File: config.mk
export PLATFORM = sky130hd
export DESIGN_NAME = cond_branch_unit
export DESIGN_NICKNAME = d
export VERILOG_FILES = /design/src/rtl/brn_pkg.sv /design/src/rtl/brn_decode.sv /design/src/rtl/brn_target.sv /design/src/rtl/brn_seq.sv /design/src/rtl/cond_branch_unit.sv
export SDC_FILE = /design/constraint.sdc
export NUM_CORES = 1
export LEC_CHECK = 0
export BUFFER_PORTS_ARGS = -buffer_cell sky130_fd_sc_hd__buf_2
export CORE_ASPECT_RATIO = 0.6
export CORE_UTILIZATION = 50
export DETAILED_ROUTE_END_ITERATION = 8
export PLACE_DENSITY = 0.76
export SYNTH_ARGS = -nofsm -noshare
export SYNTH_HDL_FRONTEND = slang
export SYNTH_SLANG_ARGS = --single-unit
File: constraint.sdc
create_clock -name clk -period 2.6 [get_ports clk]
set_input_delay 0 -clock clk [delete_from_list [all_inputs] [get_ports clk]]
set_output_delay 0 -clock clk [all_outputs]
set_load 0.02 [all_outputs]
File: src/rtl/brn_pkg.sv
package brn_pkg;

    // Phase numbering within one instruction cycle; the order is behaviour.
    typedef enum logic [1:0] {
        PH_DECODE  = 2'd0,
        PH_LITERAL = 2'd1,
        PH_PROCESS = 2'd2,
        PH_WRITE   = 2'd3
    } phase_e;

    localparam int INSTR_W = 16;
    localparam int OFF_W   = 8;
    localparam int OPC_W   = INSTR_W - OFF_W;

    // Upper-byte opcodes of the two flag-clear branches.
    localparam logic [OPC_W-1:0] OPC_CARRY_CLR = 8'hE3;
    localparam logic [OPC_W-1:0] OPC_NEG_CLR   = 8'hE7;

    // Bit of the opcode that tells the two apart.
    localparam int SEL_BIT = 2;

endpackage

File: src/rtl/brn_decode.sv
module brn_decode
    import brn_pkg::*;
(
    input  logic [OPC_W-1:0] opc_i,
    output logic             hit_o,
    output logic             use_neg_o
);

    logic match_c;
    logic match_n;

    always_comb begin
        match_c   = (opc_i == OPC_CARRY_CLR);
        match_n   = (opc_i == OPC_NEG_CLR);
        hit_o     = match_c | match_n;
        use_neg_o = opc_i[SEL_BIT];
    end


    always_comb begin
        dec_prefix_chk: assert (!hit_o || (opc_i[7:4] == 4'hE && opc_i[1:0] == 2'b11))
            else $error("decode hit on a word outside the branch pattern");
    end

endmodule

File: src/rtl/brn_target.sv
module brn_target
    import brn_pkg::*;
#(
    parameter int PC_W = 21
) (
    input  logic [PC_W-1:0]  base_i,
    input  logic [OFF_W-1:0] off_i,
    output logic [PC_W-1:0]  target_o
);

    localparam int EXT_W = PC_W - OFF_W - 1;

    logic [PC_W-1:0] disp;

    always_comb begin
        disp     = {{EXT_W{off_i[OFF_W-1]}}, off_i, 1'b0};
        target_o = base_i + disp;
    end


    always_comb begin
        tgt_parity_chk: assert (target_o[0] == base_i[0])
            else $error("target parity differs from sequential address");
    end

endmodule

File: src/rtl/brn_seq.sv
module brn_seq
    import brn_pkg::*;
#(
    parameter int PC_W = 21
) (
    input  logic             clk,
    input  logic             rst_n,
    input  logic [1:0]       phase_i,
    input  logic [PC_W-1:0]  pc_i,
    input  logic [OFF_W-1:0] off_i,
    input  logic             hit_i,
    input  logic             use_neg_i,
    input  logic             carry_i,
    input  logic             neg_i,
    input  logic [PC_W-1:0]  target_i,
    output logic [PC_W-1:0]  base_o,
    output logic [OFF_W-1:0] off_o,
    output logic [PC_W-1:0]  next_pc_o,
    output logic             flush_o,
    output logic             is_branch_o,
    output logic             bubble_o
);

    localparam logic [PC_W-1:0] STEP = PC_W'(2);

    typedef struct packed {
        logic             dec;
        logic             use_neg;
        logic [PC_W-1:0]  base;
        logic [OFF_W-1:0] off;
        logic             taken;
        logic [PC_W-1:0]  target;
        logic             bubble;
    } st_t;

    st_t st_d, st_q;
    logic flag_sel;

    always_comb begin
        st_d     = st_q;
        flag_sel = st_q.use_neg ? neg_i : carry_i;
        case (phase_e'(phase_i))
            PH_DECODE: begin
                st_d.dec     = hit_i & ~st_q.bubble;
                st_d.use_neg = use_neg_i;
                st_d.base    = pc_i + STEP;
            end
            PH_LITERAL: begin
                st_d.off = off_i;
            end
            PH_PROCESS: begin
                st_d.taken  = st_q.dec & ~flag_sel;
                st_d.target = target_i;
            end
            PH_WRITE: begin
                st_d.bubble = st_q.taken;
                st_d.taken  = 1'b0;
                st_d.dec    = 1'b0;
            end
            default: st_d = st_q;
        endcase
    end

    always_ff @(posedge clk or negedge rst_n) begin
        if (!rst_n) begin
            st_q <= '0;
        end else begin
            st_q <= st_d;
        end
    end

    always_comb begin
        base_o      = st_q.base;
        off_o       = st_q.off;
        next_pc_o   = st_q.taken ? st_q.target : st_q.base;
        flush_o     = st_q.taken;
        is_branch_o = st_q.dec;
        bubble_o    = st_q.bubble;
    end


    flush_phase_chk: assert property (@(posedge clk) disable iff (!rst_n)
        flush_o |-> (phase_e'(phase_i) == PH_WRITE));


    flush_single_chk: assert property (@(posedge clk) disable iff (!rst_n)
        flush_o |=> !flush_o);


    bubble_start_chk: assert property (@(posedge clk) disable iff (!rst_n)
        $rose(bubble_o) |-> $past(flush_o));


    bubble_hold_chk: assert property (@(posedge clk) disable iff (!rst_n)
        (bubble_o && phase_e'(phase_i) != PH_WRITE) |=> bubble_o);


    bubble_quiet_chk: assert property (@(posedge clk) disable iff (!rst_n)
        bubble_o |-> (!is_branch_o && !flush_o));


    flush_then_bubble_chk: assert property (@(posedge clk) disable iff (!rst_n)
        flush_o |=> bubble_o);


    decode_phase_chk: assert property (@(posedge clk) disable iff (!rst_n)
        (phase_e'(phase_i) == PH_DECODE) |-> !is_branch_o);

endmodule

File: src/rtl/cond_branch_unit.sv
module cond_branch_unit
    import brn_pkg::*;
#(
    parameter int PC_W = 21
) (
    input  logic               clk,
    input  logic               rst_n,
    input  logic [1:0]         phase_i,
    input  logic [INSTR_W-1:0] instr_i,
    input  logic [PC_W-1:0]    pc_i,
    input  logic               carry_i,
    input  logic               neg_i,
    output logic [PC_W-1:0]    next_pc_o,
    output logic               flush_o,
    output logic               is_branch_o,
    output logic               bubble_o
);

    logic             hit;
    logic             use_neg;
    logic [PC_W-1:0]  base;
    logic [OFF_W-1:0] off;
    logic [PC_W-1:0]  target;

    brn_decode i_decode (
        .opc_i     (instr_i[INSTR_W-1:OFF_W]),
        .hit_o     (hit),
        .use_neg_o (use_neg)
    );

    brn_target #(.PC_W(PC_W)) i_target (
        .base_i   (base),
        .off_i    (off),
        .target_o (target)
    );

    brn_seq #(.PC_W(PC_W)) i_seq (
        .clk         (clk),
        .rst_n       (rst_n),
        .phase_i     (phase_i),
        .pc_i        (pc_i),
        .off_i       (instr_i[OFF_W-1:0]),
        .hit_i       (hit),
        .use_neg_i   (use_neg),
        .carry_i     (carry_i),
        .neg_i       (neg_i),
        .target_i    (target),
        .base_o      (base),
        .off_o       (off),
        .next_pc_o   (next_pc_o),
        .flush_o     (flush_o),
        .is_branch_o (is_branch_o),
        .bubble_o    (bubble_o)
    );

endmodule

==> results.py, run 1 <==
metrics = {
    "routing": {
        "drt_first_iter_violations": 236,
        "detailroute.via_count": 3082,
        "drt-vias-per-instance": 5.71,
        "postRouteAntennaNets": 0,
        "drt-wirelength-per-cell_um": 16.5,
        "route.detailed.drc": 12,
        "detail_route.wirelength_um": 8920,
        "detailedRoute.firstPassIterationCount": 6,
    },
    "timing": {
        "slew_headroom_pct": 54.2,
        "timing_worst_slew_pin_value_ps": 687,
        "grt_setup_unrepaired": "no",
        "totalNegativeSetupSlack_ps": 0,
        "layout_min_cycle_time_ps": 2510,
        "worst_clock_skew_ps": 5.57,
        "fin_crit_sh_pct": 96.7,
        "timing.final.max_slew_violations": 0,
        "number_of_failing_hold_endpoints_at_the_final_stage": 0,
        "setup-violations-final": 0,
        "worst_slack_ps": 86.1,
        "timing.fmax_mhz": 398,
        "hold_slack_ps": 12.8,
    },
    "critical_path": {
        "cp-startpoint": "i_seq.base_o[1]$_DFFE_PN0N_",
        "timing.critical_path.fanout_max": 4,
        "crit_required_ps": 2780,
        "cp.buffers_inverters": 0,
        "critical_path.max_stage_delay_ps": 410,
        "worst-endpoint-arrival_ps": 2690,
        "critical_setup_path_kind": "flip-flop to flip-flop",
        "rr_startpoint": "i_seq.base_o[1]$_DFFE_PN0N_",
        "cp_cell_instances": "ha_1 > fa_1 > a21oi_1 > o22ai_1 > o211ai_1 > o21bai_1 > xor2_1 > mux2_2",
        "worst_setup_path_end_kind": "flip-flop",
        "worst_path_max_delay_cell": "sky130_fd_sc_hd__fa_1",
        "critical_path.startpoint_type": "flip-flop",
        "crit_family": "compound AO/OA/AOI/OAI gates",
    },
    "pwr": {
        "power.ir.vdd_worst_mv": 0.340,
        "switchingPower_uw": 1120,
        "share_seq_of_total_power_pct": 39.0,
        "combinationalPowerShare_pct": 38.4,
        "sw_frac_of_total_pct": 36.5,
        "cellInternalPower_uw": 1950,
        "power_per_cell_area_nw_per_um2": 714,
        "clock_power_share_pct": 22.6,
        "leakage_uw": 0.00186,
    },
    "final_layout": {
        "final_layout_size_suffix_gt1_share_pct": 27.6,
        "layout.filler_cells": 595,
        "synthesis_to_layout_area_growth_pct": 20.4,
        "nNetsFinal": 520,
        "num_antenna_cells": 0,
    },
    "clocking": {
        "max-clock-path-buffers": 2,
        "clock_insertion_delay_worst_skew_ps": 290,
        "cts_buffers": 5,
        "cts_num_sinks": 54,
        "cts-root-buf": "sky130_fd_sc_hd__clkbuf_16",
        "cts_tree": "done",
        "clk_pin_slew_ps": 70,
        "cts_post_setup_buffers_inserted": 0,
        "cts_max_level": 2,
    },
    "place": {
        "minimum_setup_slack_after_placement_ps": 112,
        "io_buffers": 66,
        "dp_hpwl_um": 6720,
        "gp_congestion": 0.947,
    },
    "synth": {
        "synth_top_flop_cell": "sky130_fd_sc_hd__dfrtp_1",
        "syn_avg_cell_area_um2": 9.61,
        "synth-warning-count": 0,
        "post_synth_main_area_contributors": "sky130_fd_sc_hd__dfrtp_1 (38%), sky130_fd_sc_hd__mux2_2 (13%), sky130_fd_sc_hd__ha_1 (8.4%)",
        "synth_most_common_cell": "sky130_fd_sc_hd__dfrtp_1",
        "synthesis.area_um2": 3570,
        "post-synth-top-area-fraction_pct": 37.8,
        "synth_cells": 372,
        "ys_top_cells_by_count": "sky130_fd_sc_hd__dfrtp_1 (54), sky130_fd_sc_hd__mux2_2 (42), sky130_fd_sc_hd__a21oi_1 (37), sky130_fd_sc_hd__nand2_1 (36), sky130_fd_sc_hd__nor2_1 (35)",
        "ys_types": 51,
        "synthesis.nets": 440,
        "register_area_share_after_synthesis_pct": 37.8,
        "postSynthRegisterBits": 54,
        "synth.largest_area_cell": "sky130_fd_sc_hd__dfrtp_1",
        "async_flop_share_pct": 100,
        "synth_enable_flop_cells": 0,
    },
    "floorplanning": {
        "rows": 23,
        "die_footprint_um2": 7500,
        "die-height_um": 67.5,
        "floorplan.core_area_um2": 6790,
        "start_util_pct": 52.6,
        "design.portCount": 67,
        "die_width_um": 111,
    },
    "global_routing": {
        "grt_remaining_overflow": 0,
        "largest_net_degree_at_the_start_of_global_routing": 55,
        "first_global_vias": 2906,
        "global_route.usage.total_pct": 25.6,
        "grt_pass1_wl_um": 14700,
        "number_of_antenna_violations_at_the_first_check_in_global_routing": 0,
    },
    "run": {
        "timing.max_cap.violations": 0,
    },
    "outcome": {
        "outcome": "finished with violations",
        "violations_in_the_final_reports": "design-rule violations",
    },
    "worst_hold_path": {
        "min_path_type": "primary input to flip-flop",
        "worst_hold_startpoint": "pc_i[14]",
    },
}
-- tightest hold or removal path: stages --
cell and delay (ps):
sky130_fd_sc_hd__buf_2 100, sky130_fd_sc_hd__xnor2_1 110, sky130_fd_sc_hd__a21oi_1 60
-- final timing paths --
kind	cells after the start	endpoint	slack, ps
setup / recovery	8	i_seq.st_q[16]$_DFFE_PN0P_	90
hold / removal	3	i_seq.base_o[14]$_DFFE_PN0N_	10
setup reg to reg	8	i_seq.st_q[16]$_DFFE_PN0P_	90
hold reg to reg	2	i_seq.st_q[19]$_DFFE_PN0P_	490
max in group asynchronous	3	i_seq.off_o[7]$_DFFE_PN0N_	1710
min in group asynchronous	3	i_seq.st_q[1]$_DFFE_PN0P_	380
-- power by group through the flow --
stage / combinational (µW) / sequential (µW) / clock (µW)
5_1_grt: 1310 / 1230 / 744
3_5_place_dp: 1140 / 1210 / 0
6_report: 1180 / 1200 / 695
3_3_place_gp: 1110 / 1200 / 0
4_1_cts: 1160 / 1200 / 715
2_1_floorplan: 861 / 1150 / 0
-- per-stage QoR --
stage	area [µm²]	utilization [%]	total power (µW)	std cells
3_3_place_gp	4000	58.9	2310	517
6_report	4300	63.4	3070	540
4_1_cts	4300	63.4	3070	540
5_1_grt	4300	63.4	3280	540
2_1_floorplan	3570	-	2010	372
3_5_place_dp	4000	58.9	2350	517
-- area by class of cell --
type                       count  area [µm²]  share of cell area, %
multi-input combinational    298        2150                   49.9
sequential                    54        1350                   31.4
timing repair buffer          85         510                   11.9
clock buffer                   6         139                   3.23
tap                           87         109                   2.53
inverter                       8        30.0                  0.698
clock inverter                 2        16.3                  0.378
-- per-layer routing --
metal | track usage [%] | wire, µm | vias up
met5 | 0 | 0 | -
met4 | 5.41 | 80 | 0
met3 | 6.64 | 745 | 8
met2 | 38.4 | 3540 | 136
met1 | 37.1 | 4550 | 1434
li1 | - | - | 1504
-- cell usage in the layout (no fill, tap or decap), types with 2 or more instances in the layout --
| cell type | instances |
|---|---|
| sky130_fd_sc_hd__nand2_1 | 36 |
| sky130_fd_sc_hd__nor2_1 | 35 |
| sky130_fd_sc_hd__and2_1 | 2 |
| sky130_fd_sc_hd__ha_1 | 24 |
| sky130_fd_sc_hd__xor2_1 | 18 |
| sky130_fd_sc_hd__nand3_1 | 13 |
| sky130_fd_sc_hd__o21bai_1 | 2 |
| sky130_fd_sc_hd__dlygate4sd3_1 | 15 |
| sky130_fd_sc_hd__nor3_1 | 8 |
| sky130_fd_sc_hd__nand4_1 | 6 |
| sky130_fd_sc_hd__inv_1 | 8 |
| sky130_fd_sc_hd__a21o_1 | 3 |
| sky130_fd_sc_hd__dfrtp_1 | 53 |
| sky130_fd_sc_hd__a21oi_1 | 37 |
| sky130_fd_sc_hd__clkbuf_16 | 5 |
| sky130_fd_sc_hd__o21a_1 | 4 |
| sky130_fd_sc_hd__nand3b_1 | 2 |
| sky130_fd_sc_hd__mux2_2 | 42 |
| sky130_fd_sc_hd__o211ai_1 | 4 |
| sky130_fd_sc_hd__xnor2_1 | 11 |
| sky130_fd_sc_hd__buf_4 | 4 |
| sky130_fd_sc_hd__o21ai_0 | 10 |
| sky130_fd_sc_hd__o31ai_1 | 4 |
| sky130_fd_sc_hd__and3_1 | 7 |
| sky130_fd_sc_hd__buf_2 | 66 |
| sky130_fd_sc_hd__and4_1 | 2 |
| sky130_fd_sc_hd__mux2i_1 | 3 |
-- registers in the layout (all words and copies together) (netlist names) --
signal             count
i_seq.st_q            22
i_seq.bubble_o         1
i_seq.flush_o          1
i_seq.is_branch_o      1
i_seq.base_o          21
i_seq.off_o            8
-- what timing repair did --
action                                 in CTS  in global routing
setup endpoints to repair                   0                  5
hold buffers                               15                  0
endpoints found under the hold margin      66                  0
resized for setup                           0                  1
-- kinds of logic after synthesis --
| family | share of synthesized area [%] |
|---|---|
| XOR/XNOR | 7.11 |
| multiplexers | 14.1 |
| adder cells (fa/ha/maj) | 8.96 |
| AND/OR/NAND/NOR | 15.7 |
| flip-flops | 37.8 |
| AO/OA/AOI/OAI | 14.2 |
| buffers and inverters | 2.14 |
Power figures use the tool's default switching activity.
==> run 2, diff against run 1 <==
Settings changed: ABC_AREA set to 1, PLACE_DENSITY 0.76 to 0.82.
==> run 2 against run 1 <==
The flow now finishes without violations. Register-to-register slack improved by 340 ps. Sequential power barely moved. Wire length rose by 18%. Synthesized cell count rose by 50%. Sequential cell count did not move. Clock power rose by 9.5%. Non-clock buffer count rose by 3. Hold slack improved by 0.90 ps. Sequential share of layout area fell by 2.3 points. Setup slack improved by 340 ps. Die area rose by 7.9%. Combinational power rose by 5%.
==> results.py, run 2 <==
metrics = {
    "routing": {
        "route.detailed.drc": 0,
        "drt_first_iter_violations": 267,
        "drt-wirelength-per-cell_um": 14.1,
        "detailroute.via_count": 3900,
        "detailedRoute.firstPassIterationCount": 5,
        "drt-vias-per-instance": 5.23,
        "postRouteAntennaNets": 0,
        "detail_route.wirelength_um": 10500,
    },
    "synth": {
        "post-synth-top-area-fraction_pct": 35.0,
        "synth_enable_flop_cells": 0,
        "synth_top_family_by_area": "simple AND/OR/NAND/NOR gates",
        "async_flop_share_pct": 100,
        "synth_cells": 559,
        "synth_most_common_cell": "sky130_fd_sc_hd__nand2_1",
        "synth-warning-count": 0,
        "yosys.area_share.xor_xnor_pct": 2.72,
        "synth.largest_area_cell": "sky130_fd_sc_hd__dfrtp_1",
        "synth_compound_area_share_pct": 9.49,
        "synthAdderAreaFrac_pct": 8.29,
        "ys_types": 34,
        "syn_avg_cell_area_um2": 6.91,
        "synth_top_flop_cell": "sky130_fd_sc_hd__dfrtp_1",
        "synthesis.nets": 627,
        "postSynthRegisterBits": 54,
        "register_area_share_after_synthesis_pct": 35.0,
        "synthesis.area_um2": 3860,
        "post_synth_and_or_nand_nor_area_fraction_pct": 34.5,
        "synth_mux_area_share_pct": 2.33,
        "ys_top_cells_by_count": "sky130_fd_sc_hd__nand2_1 (222), sky130_fd_sc_hd__inv_1 (64), sky130_fd_sc_hd__dfrtp_1 (54), sky130_fd_sc_hd__nand3_1 (36), sky130_fd_sc_hd__o21ai_0 (36)",
        "post_synth_main_area_contributors": "sky130_fd_sc_hd__dfrtp_1 (35%), sky130_fd_sc_hd__nand2_1 (22%), sky130_fd_sc_hd__ha_1 (7.8%)",
    },
    "final_layout": {
        "nNetsFinal": 709,
        "finalCoreUtilization_pct": 63.1,
        "final_common_cell": "sky130_fd_sc_hd__nand2_1",
        "final_cells": 745,
        "synthesis_to_layout_area_growth_pct": 20.2,
        "register_ranked_first_by_flip_flop_count": "i_seq.st_q",
        "num_antenna_cells": 0,
        "final_layout_size_suffix_gt1_share_pct": 15.4,
        "layout_common_cells": "sky130_fd_sc_hd__nand2_1 (222), sky130_fd_sc_hd__buf_2 (66), sky130_fd_sc_hd__inv_1 (64)",
        "largest_register_ff_count": 22,
        "design_area_um2": 4640,
    },
    "timing": {
        "timing.final.max_slew_violations": 0,
        "totalNegativeSetupSlack_ps": 0,
        "number_of_failing_hold_endpoints_at_the_final_stage": 0,
        "setup-violations-final": 0,
        "fin_crit_sh_pct": 83.5,
        "grt_setup_unrepaired": "no",
        "worst_clock_skew_ps": 11.5,
        "timing.fmax_mhz": 460,
        "slew_headroom_pct": 53.2,
        "layout_min_cycle_time_ps": 2170,
        "timing_worst_slew_pin_value_ps": 702,
    },
    "place": {
        "gp_congestion": 0.958,
        "io_buffers": 66,
        "placed_area_um2": 4310,
        "place.detailed.instances": 721,
        "dp_hpwl_um": 8060,
    },
    "critical_path": {
        "rr_startpoint": "i_seq.base_o[1]$_DFFE_PN0N_",
        "crit_required_ps": 2780,
        "worst-endpoint-arrival_ps": 2350,
        "critical_path.startpoint_type": "flip-flop",
        "worst_setup_path_end_kind": "flip-flop",
        "r2r-end": "i_seq.st_q[18]$_DFFE_PN0P_",
        "cp_cell_instances": "ha_1 > fa_1 > nand3_1 > nand3_1 > nand2_1 > nand2_1 > nand2_1 > nand3b_1 > nand3_1 > nand2_1",
        "critical_path.max_stage_delay_ps": 470,
        "worst_path_max_delay_cell": "sky130_fd_sc_hd__fa_1",
        "crit_family": "simple AND/OR/NAND/NOR gates",
        "cp.buffers_inverters": 0,
        "r2r.worst_path.cells": 10,
        "critical_setup_path_kind": "flip-flop to flip-flop",
        "timing.critical_path.fanout_max": 4,
        "r2r_setup_slack_ps": 430,
        "critical_path.most_common_cell": "sky130_fd_sc_hd__nand2_1",
    },
    "clocking": {
        "cts_buffers": 5,
        "cts_tree": "done",
        "max-clock-path-buffers": 2,
        "cts-root-buf": "sky130_fd_sc_hd__clkbuf_16",
        "clk_pin_slew_ps": 70,
        "clock_insertion_delay_worst_skew_ps": 290,
        "cts_num_sinks": 54,
        "cts_max_level": 2,
    },
    "floorplanning": {
        "start_util_pct": 52.5,
        "die_width_um": 115,
        "die_footprint_um2": 8090,
        "rows": 24,
        "die-height_um": 70.1,
        "design.portCount": 67,
        "floorplan.core_area_um2": 7360,
    },
    "global_routing": {
        "number_of_antenna_violations_at_the_first_check_in_global_routing": 0,
        "first_global_vias": 3661,
        "largest_net_degree_at_the_start_of_global_routing": 55,
        "grt_remaining_overflow": 0,
        "global_route.usage.total_pct": 28.4,
        "grt_pass1_wl_um": 17600,
    },
    "pwr": {
        "leakage_uw": 0.00255,
        "finalPower_uw": 3170,
        "power_per_cell_area_nw_per_um2": 683,
        "power.ir.vdd_worst_mv": 0.317,
    },
    "worst_hold_path": {
        "min_path_type": "primary input to flip-flop",
        "worst_hold_startpoint": "neg_i",
        "timing.hold.worst_endpoint": "i_seq.flush_o$_DFFE_PN0P_",
        "min_delay_path_depth": 4,
    },
    "outcome": {
        "outcome": "complete, no violations",
    },
    "run": {
        "timing.max_cap.violations": 0,
    },
}
## run 2: how the worst max path moves through the flow
stage	start	end	slack [ps]	cells after the start
3_5_place_dp	i_seq.base_o[1]$_DFFE_PN0N_	i_seq.st_q[18]$_DFFE_PN0P_	530	10
6_report	i_seq.base_o[1]$_DFFE_PN0N_	i_seq.st_q[18]$_DFFE_PN0P_	430	10
4_1_cts	i_seq.base_o[1]$_DFFE_PN0N_	i_seq.st_q[18]$_DFFE_PN0P_	470	10
5_1_grt	i_seq.base_o[1]$_DFFE_PN0N_	i_seq.st_q[18]$_DFFE_PN0P_	310	10
3_3_place_gp	i_seq.off_o[7]$_DFFE_PN0N_	i_seq.st_q[18]$_DFFE_PN0P_	550	9
2_1_floorplan	i_seq.base_o[1]$_DFFE_PN0N_	i_seq.st_q[18]$_DFFE_PN0P_	870	10
## run 2: logic make-up after synthesis
family          Yosys count
simple gates            314
buf+inv                  79
fa+ha+maj                25
xor+xnor                 12
compound gates           67
flops                    54
mux                       8
## run 2: repair_timing
| item | 4_1_cts | 5_1_grt |
|---|---|---|
| endpoints found under the hold margin | 69 | 0 |
| hold buffers | 17 | 0 |
| resized for setup | 0 | 0 |
| buffers inserted | 0 | 0 |
## run 2: tightest hold or removal path, cell delays in order
cell                      delay (ps)
sky130_fd_sc_hd__buf_2            80
sky130_fd_sc_hd__nand2_1          40
sky130_fd_sc_hd__nand3_1          80
sky130_fd_sc_hd__a21oi_1          60
## run 2: layer usage
layer  GRT usage, %  share of wire, %
met3           5.99               9.1
met2           40.4                40
met1           44.2                50
met5              0                 0
met4           4.76              0.72
## run 2: area by class of cell
| cell class | count | area (µm²) |
|---|---|---|
| Fill cell | 639 | 2710 |
| Multi-Input combinational cell | 426 | 2210 |
| Sequential cell | 54 | 1350 |
| Timing Repair Buffer | 88 | 538 |
| Inverter | 66 | 248 |
| Tap cell | 104 | 130 |
| Clock buffer | 5 | 125 |
| Clock inverter | 2 | 38.8 |
## run 2: per-stage QoR
step	hold WS [ps]	setup WS (ps)
finish	13.7	428
global route	60.4	306
CTS	2.23	467
detailed placement	173	528
global placement	161	550
floorplan	-296	865
## run 2: report_power, final
group | internal [µW] | total, µW | switching (µW)
Clock | 451 | 761 | 310
Sequential | 1020 | 1170 | 156
Combinational | 465 | 1240 | 773
